**src/rtl/frag_fetch_pkg.sv**
```systemverilog
package frag_fetch_pkg;

  localparam int DATA_W = 32;
  localparam int SKIP_W = 12;

  localparam logic [5:0] OPC_LOOP_BEGIN = 6'h3E;
  localparam logic [5:0] OPC_LOOP_END   = 6'h3F;
  localparam logic [1:0] SRC_KIND_CONST = 2'b10;
  localparam logic [4:0] DEPTH_REG      = 5'd1;
  localparam int         MASK_Z_BIT     = 2;

  typedef struct packed {
    logic [SKIP_W-1:0] skip;
    logic              last;
    logic [3:0]        attr;
    logic [3:0]        wmask;
    logic [4:0]        dst;
    logic [5:0]        opc;
  } word0_t;

  typedef enum logic [2:0] {
    ST_IDLE,
    ST_REQ,
    ST_CAPT,
    ST_DECIDE,
    ST_PRESENT
  } ffs_state_e;

endpackage

```
**src/rtl/ffs_word_asm.sv**
```systemverilog
module ffs_word_asm
  import frag_fetch_pkg::*;
#(
  parameter int INSN_WORDS  = 4,
  parameter int CONST_WORDS = 4,
  localparam int IDX_W      = $clog2(INSN_WORDS + CONST_WORDS)
) (
  input  logic                            clk,
  input  logic                            rst_n,
  input  logic                            cap_en,
  input  logic [IDX_W-1:0]                cap_idx,
  input  logic [DATA_W-1:0]               rdata,
  output logic                            need_const_live,
  output logic                            const_have,
  output logic [INSN_WORDS*DATA_W-1:0]    insn_flat,
  output logic [CONST_WORDS*DATA_W-1:0]   const_flat
);

  logic [DATA_W-1:0] iw_q [INSN_WORDS];
  logic [DATA_W-1:0] iw_d [INSN_WORDS];
  logic [DATA_W-1:0] cw_q [CONST_WORDS];
  logic [DATA_W-1:0] cw_d [CONST_WORDS];
  logic              have_q, have_d;

  // constant detection: stored middle selectors plus the last selector arriving now
  always_comb begin
    need_const_live = 1'b0;
    for (int s = 1; s < INSN_WORDS - 1; s++) begin
      if (iw_q[s][1:0] == SRC_KIND_CONST) need_const_live = 1'b1;
    end
    if (rdata[1:0] == SRC_KIND_CONST) need_const_live = 1'b1;
  end

  always_comb begin
    for (int i = 0; i < INSN_WORDS; i++) begin
      iw_d[i] = iw_q[i];
      if (cap_en && (cap_idx == IDX_W'(i))) iw_d[i] = rdata;
    end
    for (int k = 0; k < CONST_WORDS; k++) begin
      cw_d[k] = cw_q[k];
      if (cap_en && (cap_idx == IDX_W'(INSN_WORDS + k))) cw_d[k] = rdata;
    end
    have_d = have_q;
    if (cap_en && (cap_idx == '0))                      have_d = 1'b0;
    if (cap_en && (cap_idx == IDX_W'(INSN_WORDS - 1)))  have_d = need_const_live;
  end

  always_ff @(posedge clk or negedge rst_n) begin
    if (!rst_n) begin
      for (int i = 0; i < INSN_WORDS; i++)  iw_q[i] <= '0;
      for (int k = 0; k < CONST_WORDS; k++) cw_q[k] <= '0;
      have_q <= 1'b0;
    end else begin
      for (int i = 0; i < INSN_WORDS; i++)  iw_q[i] <= iw_d[i];
      for (int k = 0; k < CONST_WORDS; k++) cw_q[k] <= cw_d[k];
      have_q <= have_d;
    end
  end

  genvar gi;
  generate
    for (gi = 0; gi < INSN_WORDS; gi++) begin : g_insn_out
      assign insn_flat[gi*DATA_W +: DATA_W] = iw_q[gi];
    end
    for (gi = 0; gi < CONST_WORDS; gi++) begin : g_const_out
      assign const_flat[gi*DATA_W +: DATA_W] = have_q ? cw_q[gi] : '0;
    end
  endgenerate

  assign const_have = have_q;

endmodule

```
**src/rtl/ffs_loop_unit.sv**
```systemverilog
module ffs_loop_unit #(
  parameter int AW     = 12,
  parameter int LOOP_W = 8
) (
  input  logic              clk,
  input  logic              rst_n,
  input  logic              clr,
  input  logic              load_en,
  input  logic [LOOP_W-1:0] load_cnt,
  input  logic [AW-1:0]     load_ret,
  input  logic              step_en,
  output logic              take_back,
  output logic [AW-1:0]     ret_addr
);

  logic [LOOP_W-1:0] cnt_q, cnt_d;
  logic [AW-1:0]     ret_q, ret_d;

  always_comb begin
    cnt_d = cnt_q;
    ret_d = ret_q;
    if (clr) begin
      cnt_d = '0;
    end else if (load_en) begin
      cnt_d = load_cnt;
      ret_d = load_ret;
    end else if (step_en && (cnt_q != '0)) begin
      cnt_d = cnt_q - 1'b1;
    end
  end

  always_ff @(posedge clk or negedge rst_n) begin
    if (!rst_n) begin
      cnt_q <= '0;
      ret_q <= '0;
    end else begin
      cnt_q <= cnt_d;
      ret_q <= ret_d;
    end
  end

  assign take_back = (cnt_q > LOOP_W'(1));
  assign ret_addr  = ret_q;


  loop_cnt_monotone_chk: assert property (@(posedge clk) disable iff (!rst_n)
    (!clr && !load_en) |=> (cnt_q <= $past(cnt_q)));

endmodule

```
**src/rtl/ffs_ctrl.sv**
```systemverilog
module ffs_ctrl
  import frag_fetch_pkg::*;
#(
  parameter int AW          = 12,
  parameter int LOOP_W      = 8,
  parameter int INSN_WORDS  = 4,
  parameter int CONST_WORDS = 4,
  localparam int IDX_W      = $clog2(INSN_WORDS + CONST_WORDS)
) (
  input  logic              clk,
  input  logic              rst_n,
  input  logic              start,
  input  logic              bundle_ready,
  input  word0_t            w0,
  input  logic [DATA_W-1:0] src0_word,
  input  logic              const_have,
  input  logic              need_const_live,
  input  logic              take_back,
  input  logic [AW-1:0]     ret_addr,
  output logic              mem_rd_en,
  output logic [AW-1:0]     mem_addr,
  output logic              cap_en,
  output logic [IDX_W-1:0]  cap_idx,
  output logic              bundle_valid,
  output logic              done,
  output logic              depth_cfg,
  output logic              loop_clr,
  output logic              loop_load,
  output logic [LOOP_W-1:0] loop_cnt,
  output logic [AW-1:0]     loop_ret,
  output logic              loop_step
);

  localparam logic [IDX_W-1:0] LAST_INSN_IDX  = IDX_W'(INSN_WORDS - 1);
  localparam logic [IDX_W-1:0] LAST_CONST_IDX = IDX_W'(INSN_WORDS + CONST_WORDS - 1);
  localparam logic [AW-1:0]    LEN_PLAIN      = AW'(INSN_WORDS);
  localparam logic [AW-1:0]    LEN_WITH_CONST = AW'(INSN_WORDS + CONST_WORDS);

  ffs_state_e        st_q, st_d;
  logic [AW-1:0]     pc_q, pc_d;
  logic [IDX_W-1:0]  widx_q, widx_d;
  logic              done_q, done_d;
  logic              depth_q, depth_d;
  logic [AW-1:0]     next_pc;
  logic              finish;

  assign next_pc  = pc_q + (const_have ? LEN_WITH_CONST : LEN_PLAIN);
  assign loop_cnt = src0_word[2 +: LOOP_W];
  assign loop_ret = next_pc;

  always_comb begin
    st_d      = st_q;
    pc_d      = pc_q;
    widx_d    = widx_q;
    done_d    = done_q;
    depth_d   = depth_q;
    mem_rd_en = 1'b0;
    cap_en    = 1'b0;
    bundle_valid = 1'b0;
    loop_clr  = 1'b0;
    loop_load = 1'b0;
    loop_step = 1'b0;
    finish    = 1'b0;
    unique case (st_q)
      ST_IDLE: begin
        if (start) begin
          pc_d     = '0;
          widx_d   = '0;
          done_d   = 1'b0;
          depth_d  = 1'b1;
          loop_clr = 1'b1;
          st_d     = ST_REQ;
        end
      end
      ST_REQ: begin
        mem_rd_en = 1'b1;
        st_d      = ST_CAPT;
      end
      ST_CAPT: begin
        cap_en = 1'b1;
        if (((widx_q == LAST_INSN_IDX) && !need_const_live) ||
            (widx_q == LAST_CONST_IDX)) begin
          st_d = ST_DECIDE;
        end else begin
          widx_d = widx_q + 1'b1;
          st_d   = ST_REQ;
        end
      end
      ST_DECIDE: begin
        widx_d = '0;
        if (w0.opc == OPC_LOOP_BEGIN) begin
          if (loop_cnt == '0) begin
            pc_d = AW'(w0.skip);
          end else begin
            loop_load = 1'b1;
            pc_d      = next_pc;
          end
          finish = w0.last;
          st_d   = finish ? ST_IDLE : ST_REQ;
        end else if (w0.opc == OPC_LOOP_END) begin
          loop_step = 1'b1;
          pc_d      = take_back ? ret_addr : next_pc;
          finish    = w0.last && !take_back;
          st_d      = finish ? ST_IDLE : ST_REQ;
        end else begin
          if ((w0.dst == DEPTH_REG) && w0.wmask[MASK_Z_BIT]) depth_d = 1'b0;
          st_d = ST_PRESENT;
        end
        if (finish) done_d = 1'b1;
      end
      ST_PRESENT: begin
        bundle_valid = 1'b1;
        if (bundle_ready) begin
          if (w0.last) begin
            done_d = 1'b1;
            st_d   = ST_IDLE;
          end else begin
            pc_d = next_pc;
            st_d = ST_REQ;
          end
        end
      end
      default: st_d = ST_IDLE;
    endcase
  end

  always_ff @(posedge clk or negedge rst_n) begin
    if (!rst_n) begin
      st_q    <= ST_IDLE;
      pc_q    <= '0;
      widx_q  <= '0;
      done_q  <= 1'b0;
      depth_q <= 1'b1;
    end else begin
      st_q    <= st_d;
      pc_q    <= pc_d;
      widx_q  <= widx_d;
      done_q  <= done_d;
      depth_q <= depth_d;
    end
  end

  assign mem_addr  = pc_q + AW'(widx_q);
  assign cap_idx   = widx_q;
  assign done      = done_q;
  assign depth_cfg = depth_q;


  done_quiet_chk: assert property (@(posedge clk) disable iff (!rst_n)
    done |-> (!mem_rd_en && !bundle_valid));


  hold_valid_chk: assert property (@(posedge clk) disable iff (!rst_n)
    (bundle_valid && !bundle_ready) |=> bundle_valid);


  depth_restore_chk: assert property (@(posedge clk) disable iff (!rst_n)
    $rose(depth_cfg) |-> $past(start && (st_q == ST_IDLE)));


  single_read_chk: assert property (@(posedge clk) disable iff (!rst_n)
    mem_rd_en |=> !mem_rd_en);

endmodule

```
**src/rtl/frag_fetch_seq.sv**
```systemverilog
module frag_fetch_seq
  import frag_fetch_pkg::*;
#(
  parameter int AW          = 12,
  parameter int LOOP_W      = 8,
  parameter int INSN_WORDS  = 4,
  parameter int CONST_WORDS = 4,
  localparam int IDX_W      = $clog2(INSN_WORDS + CONST_WORDS)
) (
  input  logic                          clk,
  input  logic                          rst_n,
  input  logic                          start,
  output logic                          done,
  output logic                          depth_cfg,
  output logic                          mem_rd_en,
  output logic [AW-1:0]                 mem_addr,
  input  logic [DATA_W-1:0]             mem_rdata,
  output logic                          bundle_valid,
  input  logic                          bundle_ready,
  output logic [5:0]                    out_opcode,
  output logic [4:0]                    out_dst,
  output logic [3:0]                    out_wmask,
  output logic [3:0]                    out_attr,
  output logic [DATA_W-1:0]             out_src0,
  output logic [DATA_W-1:0]             out_src1,
  output logic [DATA_W-1:0]             out_src2,
  output logic                          out_const_valid,
  output logic [CONST_WORDS*DATA_W-1:0] out_const
);

  logic [1:0] rst_sync_q;
  logic       rst_core_n;

  always_ff @(posedge clk or negedge rst_n) begin
    if (!rst_n) rst_sync_q <= '0;
    else        rst_sync_q <= {rst_sync_q[0], 1'b1};
  end
  assign rst_core_n = rst_sync_q[1];

  logic                          cap_en;
  logic [IDX_W-1:0]              cap_idx;
  logic                          need_const_live;
  logic                          const_have;
  logic [INSN_WORDS*DATA_W-1:0]  insn_flat;
  logic                          loop_clr, loop_load, loop_step, take_back;
  logic [LOOP_W-1:0]             loop_cnt;
  logic [AW-1:0]                 loop_ret, ret_addr;
  word0_t                        w0;

  assign w0 = word0_t'(insn_flat[DATA_W-1:0]);

  ffs_word_asm #(
    .INSN_WORDS  (INSN_WORDS),
    .CONST_WORDS (CONST_WORDS)
  ) u_asm (
    .clk             (clk),
    .rst_n           (rst_core_n),
    .cap_en          (cap_en),
    .cap_idx         (cap_idx),
    .rdata           (mem_rdata),
    .need_const_live (need_const_live),
    .const_have      (const_have),
    .insn_flat       (insn_flat),
    .const_flat      (out_const)
  );

  ffs_loop_unit #(
    .AW     (AW),
    .LOOP_W (LOOP_W)
  ) u_loop (
    .clk       (clk),
    .rst_n     (rst_core_n),
    .clr       (loop_clr),
    .load_en   (loop_load),
    .load_cnt  (loop_cnt),
    .load_ret  (loop_ret),
    .step_en   (loop_step),
    .take_back (take_back),
    .ret_addr  (ret_addr)
  );

  ffs_ctrl #(
    .AW          (AW),
    .LOOP_W      (LOOP_W),
    .INSN_WORDS  (INSN_WORDS),
    .CONST_WORDS (CONST_WORDS)
  ) u_ctrl (
    .clk             (clk),
    .rst_n           (rst_core_n),
    .start           (start),
    .bundle_ready    (bundle_ready),
    .w0              (w0),
    .src0_word       (insn_flat[DATA_W +: DATA_W]),
    .const_have      (const_have),
    .need_const_live (need_const_live),
    .take_back       (take_back),
    .ret_addr        (ret_addr),
    .mem_rd_en       (mem_rd_en),
    .mem_addr        (mem_addr),
    .cap_en          (cap_en),
    .cap_idx         (cap_idx),
    .bundle_valid    (bundle_valid),
    .done            (done),
    .depth_cfg       (depth_cfg),
    .loop_clr        (loop_clr),
    .loop_load       (loop_load),
    .loop_cnt        (loop_cnt),
    .loop_ret        (loop_ret),
    .loop_step       (loop_step)
  );

  assign out_opcode      = w0.opc;
  assign out_dst         = w0.dst;
  assign out_wmask       = w0.wmask;
  assign out_attr        = w0.attr;
  assign out_src0        = insn_flat[1*DATA_W +: DATA_W];
  assign out_src1        = insn_flat[2*DATA_W +: DATA_W];
  assign out_src2        = insn_flat[3*DATA_W +: DATA_W];
  assign out_const_valid = const_have;


  bundle_stable_chk: assert property (@(posedge clk) disable iff (!rst_core_n)
    (bundle_valid && !bundle_ready) |=>
      ($stable(out_opcode) && $stable(out_dst) && $stable(out_wmask) &&
       $stable(out_attr) && $stable(out_src0) && $stable(out_src1) &&
       $stable(out_src2) && $stable(out_const_valid) && $stable(out_const)));

endmodule

```
**config.mk**
```make
export PLATFORM = sky130hd
export DESIGN_NAME = frag_fetch_seq
export DESIGN_NICKNAME = d
export VERILOG_FILES = /design/src/rtl/frag_fetch_pkg.sv /design/src/rtl/ffs_word_asm.sv /design/src/rtl/ffs_loop_unit.sv /design/src/rtl/ffs_ctrl.sv /design/src/rtl/frag_fetch_seq.sv
export SDC_FILE = /design/constraint.sdc
export NUM_CORES = 1
export LEC_CHECK = 0
export ABC_AREA = 1
export BUFFER_PORTS_ARGS = -buffer_cell sky130_fd_sc_hd__buf_4
export CAP_MARGIN = 20
export CORE_UTILIZATION = 40
export CTS_BUF_LIST = sky130_fd_sc_hd__clkbuf_8
export CTS_CLUSTER_DIAMETER = 60
export CTS_CLUSTER_SIZE = 30
export DETAILED_ROUTE_END_ITERATION = 8
export PLACE_DENSITY = 0.58
export SYNTH_ARGS = -nofsm -noshare
export SYNTH_HDL_FRONTEND = slang
export SYNTH_HIERARCHICAL = 1
export SYNTH_SLANG_ARGS = --single-unit
```
**constraint.sdc**
```tcl
create_clock -name clk -period 9.7 [get_ports clk]
set_input_delay 2.425 -clock clk [delete_from_list [all_inputs] [get_ports clk]]
set_output_delay 2.425 -clock clk [all_outputs]
set_load 0.05 [all_outputs]
```
Word level (Yosys, flattened, before mapping)
Cells that the tools add are included.

Input bits: 36. Flip-flop bits (word level): 299. Word-level logic and storage cells: 136. Output and inout port bits: 260.

Multiplexer cells: 56. Reduce and logical (&&, ||, !) cells: 30. Magnitude comparators: 1. Bitwise logic cells: 1. Equality and inequality tests: 27. Add/subtract/negate cells: 4.

Operators with widths (number): 32-bit 2-to-1 mux (4); 12-bit 2-to-1 mux (7); 12-bit one-hot mux with 3 select lines (1); 1-bit 2-to-1 mux (29); 8-bit 2-to-1 mux (3); 3-bit 2-to-1 mux (6); 3-bit == test (second input constant) (5); 3-bit one-hot mux with 5 select lines (1); 5-bit AND reduction (3); 12-bit adder (1); 12-bit by 3-bit adder with 12-bit output (1); 3-bit by 2-bit == test with 1-bit output (second input constant) (4); 6-bit == test (second input constant) (2); 1-bit logical AND (12); 2-bit != test (second input constant) (6); 3-bit one-hot mux with 3 select lines (1); 3-bit nonzero test (3); 8-bit by 1-bit greater-than comparator with 1-bit output (second input constant) (1); 8-bit zero test (1); 8-bit nonzero test (1); 8-bit by 1-bit subtractor with 8-bit output (second input constant) (1); 2-bit == test (second input constant) (3); 3-bit by 1-bit == test with 1-bit output (second input constant) (2); 3-bit zero test (2); 14 further kinds (19).

Longest topological paths before layout
Depth in word-level cells: 9. Mapped depth: 12. Mapped depth without buffers: 12.

Cells and area by module
Netlist, hierarchy kept.

Modules (own cells, without submodules): ffs_word_asm (sequential area each 6431.2 sq um, cells an instance 1185, area each 10726.5 sq um, instances 1); ffs_ctrl (sequential area each 501.7 sq um, cells an instance 358, area each 2268.4 sq um, instances 1); ffs_loop_unit (sequential area each 500.5 sq um, cells an instance 146, area each 1119.8 sq um, instances 1); frag_fetch_seq (sequential area each 50.0 sq um, cells an instance 3, area each 53.8 sq um, instances 1).

Worst setup path after synthesis
OpenSTA, ideal clock, no wires.

Path kind: register to output. Start point: reg u_ctrl.widx_q[0], in the netlist u_ctrl/cap_idx[0]. End point: out mem_addr[10]. Buffers on the path: 0. Stages on the path, launching flop included: 8. Data arrival time: 2.432 ns. Data required time: 7.275 ns. Setup slack: 4.843 ns. Path through: dfrtp_1 ha_1 inv_1 fa_1 o22ai_1 nand3_1 nor3_1 xor2_1.

Longest elaborated chain between the ends: 1.

RTL lines: start, declared (line ffs_ctrl.sv:41) `logic [IDX_W-1:0] widx_q, widx_d;`; start signal, assigned (line ffs_ctrl.sv:137) `widx_q <= widx_d;`; 12-bit by 3-bit adder with 12-bit output (line ffs_ctrl.sv:143) `assign mem_addr = pc_q + AW'(widx_q);`; end, declared (line frag_fetch_seq.sv:16) `output logic [AW-1:0] mem_addr,`.

Every way passes these cells.

Worst setup path after layout
Ends and elaborated chain as after synthesis.

==> results.sh <==
export IMPL_status="completed"
export IMPL_final_cell_mix="nand2_1, buf_4, dfrtp_1"
export IMPL_final_area_mm2=0.0172
export IMPL_ir_worst_vdd_mv=0.205
export IMPL_timing_hold_worst_class="reg -> async"
export IMPL_placed_area_mm2=0.0164
export IMPL_syn_nets=1741
export IMPL_routed_via_density=4.83
export IMPL_hpwl_um=28600
export IMPL_ctsLongestPathBuffers=3
export IMPL_core_mm2=0.0347
export IMPL_post_route_min_period_ns=5.28
export IMPL_layout_commonest_cell="nand2_1"
export IMPL_use_met1_pct=32.0
export IMPL_avgRoutedWirePerCell_um=17.0
export IMPL_fmax_mhz=189
export IMPL_row_count=68
export IMPL_wl_um=41200
export IMPL_slew_violations=0
export IMPL_ys_warn_count=6
export IMPL_clk_latency_ns=0.57
export IMPL_startpoint_type="flip-flop"
export IMPL_leakage_nw=9.57
export IMPL_busiest_layer="met2"
export IMPL_cp_cell_sequence="ha_1 -> inv_1 -> fa_1 -> o22ai_1 -> nand3_1 -> nor3_1 -> xor2_1 -> buf_4"
export IMPL_use_met3_pct=5.48
export IMPL_place_gp_congestion=0.862
export IMPL_power_density_mw_per_mm2=310
export IMPL_tritoncts="yes"
export IMPL_startpoint="u_ctrl/cap_idx[0]"
export IMPL_setup_violations_final=0
export IMPL_required_ns=7.28
export IMPL_max_stage_delay_ns=0.52
export IMPL_fin_ws_ns=4.42
export IMPL_route_detailed_drc=0
export IMPL_grt_pass1_wl_um=64000
export IMPL_clk_pin_slew_ns=0.11
export IMPL_dr_pass1_iters=5
export IMPL_globalRouteOverflowTotal=0
export IMPL_dp_slack_ns=4.97
export IMPL_crit_family="adder cells"
export IMPL_ant_nets=0
export IMPL_stdcell_count=2425
export IMPL_post_cts_buffers=0
export IMPL_cts_sinks=299
export IMPL_grt_start_max_net_pins=180
export IMPL_num_vias=11700
export IMPL_synth_cells=1692
export IMPL_fp_dieW_um=190
export IMPL_worst_path_max_fanout=7
export IMPL_n_fill_cell=3438
export IMPL_nets=1992
export IMPL_cts_buffers=34
export IMPL_clock_skew_ns=0.0479
export IMPL_drt_iter0_drc=754
export IMPL_hold_violations=0
export IMPL_fin_crit_sh_pct=54.5
export IMPL_dpl_cell_count=2362
export IMPL_synth_seq_cells=299
export IMPL_cap_violations=0
export IMPL_grt_pass1_vias=11200
export IMPL_grt_total_usage_pct=22.7
export IMPL_drive_gt1_share_pct=23.5
export IMPL_holdWs_ns=0.366
export IMPL_start_util_pct=40.8
export IMPL_rsz0062_at_grt="no"
export IMPL_met2_usage_pct=35.2
export IMPL_ios=296
export IMPL_synth_cell_types=45
export IMPL_cts_resized=0
export IMPL_worstMarginPinSlew_ns=0.996
export IMPL_end_kind="output pin"
export IMPL_fp_dieArea_mm2=0.0362
export IMPL_grt_antenna_before_repair=0
export IMPL_ys_seq_area_share_pct=52.8
export IMPL_syn2layout_area_growth_pct=21.2
export IMPL_arrival_ns=2.86
export IMPL_fp_dieH_um=190
export IMPL_critPathKind="reg -> out"
export IMPL_root_buffer="clkbuf_8"
export IMPL_postSynthAreaPerCell_um2=8.37
export IMPL_r2r_start="u_asm/insn_flat[1]"
export IMPL_tns_ns=0
export IMPL_htreeDepth=2
export IMPL_maxSlewHeadroom_pct=33.6
export IMPL_critPathSlowestCell="dfrtp_1"
export IMPL_multiInputGateArea_mm2=0.00511
export IMPL_numPortBuffers=295
export IMPL_seq_area_mm2=0.00749
export IMPL_critPathBufInv=2
export IMPL_synth_area_mm2=0.0142
export IMPL_cts_hold_buffers=0
[state kept, by name (all words and copies together) (netlist names)]
register and flops:
rst_sync_q 2, u_asm/const_have 1, u_asm/cw_q 128, u_asm/insn_flat 128
u_ctrl/cap_idx 3, u_ctrl/depth_cfg 1, u_ctrl/done 1, u_ctrl/pc_q 12
u_ctrl/st_q 3, u_loop/cnt_q 8, u_loop/ret_addr 12
[final cells by class]
class | instances | share of cell area, %
flip-flops and latches | 299 | 43.6
multi-input cells | 1069 | 29.8
repair buffers | 302 | 13.3
inverters | 237 | 5.24
well taps | 455 | 3.31
clock buffers | 38 | 3.04
clock inverters | 24 | 1.76
diodes | 1 | 0.0146
[routing by layer]
layer | wire (um) | vias up
li1 | - | 5729
met2 | 18500 | 330
met5 | 0 | -
met4 | 745 | 0
met3 | 2760 | 50
met1 | 19200 | 5598
[per-stage QoR]
stage          total power [W]  util, %
6_report               0.00532     49.5
5_1_grt                0.00562     49.5
4_1_cts                0.00536     49.5
3_5_place_dp           0.00433     47.1
3_3_place_gp           0.00431     47.1
2_1_floorplan          0.00363        -
[power breakdown]
group          internal [W]  leakage [nW]  switching (W)
Combinational      0.000717          6.09        0.00176
Sequential          0.00156          3.06       0.000267
Clock              0.000460         0.419       0.000553
Total               0.00273          9.57        0.00259
[worst paths after layout]
kind,endpoint,depth (start not counted),slack (ns)
min reg2reg,u_asm/cw_q[5],0,0.37
max in group asynchronous,u_asm/const_have,2,6.93
min,u_asm/cw_q[5],0,0.37
max reg2reg,u_loop/cnt_q[4],10,6.47
min in group clk,rst_sync_q[1],0,0.37
max,mem_addr[10],8,4.42
[synthesized netlist by cell type, drive strengths merged]
| cell | n | area share (%) |
|---|---|---|
| nand2 | 619 | 17 |
| dfrtp | 298 | 53 |
| o21ai | 277 | 11 |
| inv | 237 | 6.3 |
| buf | 70 | 4.3 |
| nor2 | 51 | 1.9 |
| nand3 | 44 | 1.8 |
| a21oi | 22 | 0.96 |
| clkbuf | 17 | 0.48 |
| ha | 11 | 0.97 |
| xor2 | 9 | 0.56 |
| nor3 | 8 | 0.28 |
| a21boi | 6 | 0.32 |
| nand4 | 5 | 0.33 |
| and2 | 2 | 0.088 |
| fa | 2 | 0.28 |
| o211ai | 2 | 0.11 |
| o22ai | 2 | 0.088 |
| xnor2 | 2 | 0.12 |
| a22oi | 1 | 0.088 |
| a31oi | 1 | 0.044 |
| and3 | 1 | 0.044 |
| conb | 1 | 0.026 |
| dfstp | 1 | 0.19 |
| mux2i | 1 | 0.071 |
| nand3b | 1 | 0.053 |
| o31ai | 1 | 0.053 |
[logic make-up (layout without fill, tap and decap cells)]
family	count (synthesis)	count (layout)	share of synthesized area (%)
buffers and inverters	324	601	11.1
XOR/XNOR	11	11	0.680
AND/OR/NAND/NOR	731	731	21.6
multiplexers	1	1	0.0706
adder cells (fa/ha/maj)	13	13	1.25
AO/OA/AOI/OAI	312	312	12.4
flip-flops	299	299	52.8
other	1	2	0.0265
Power figures use the tool's default switching activity.
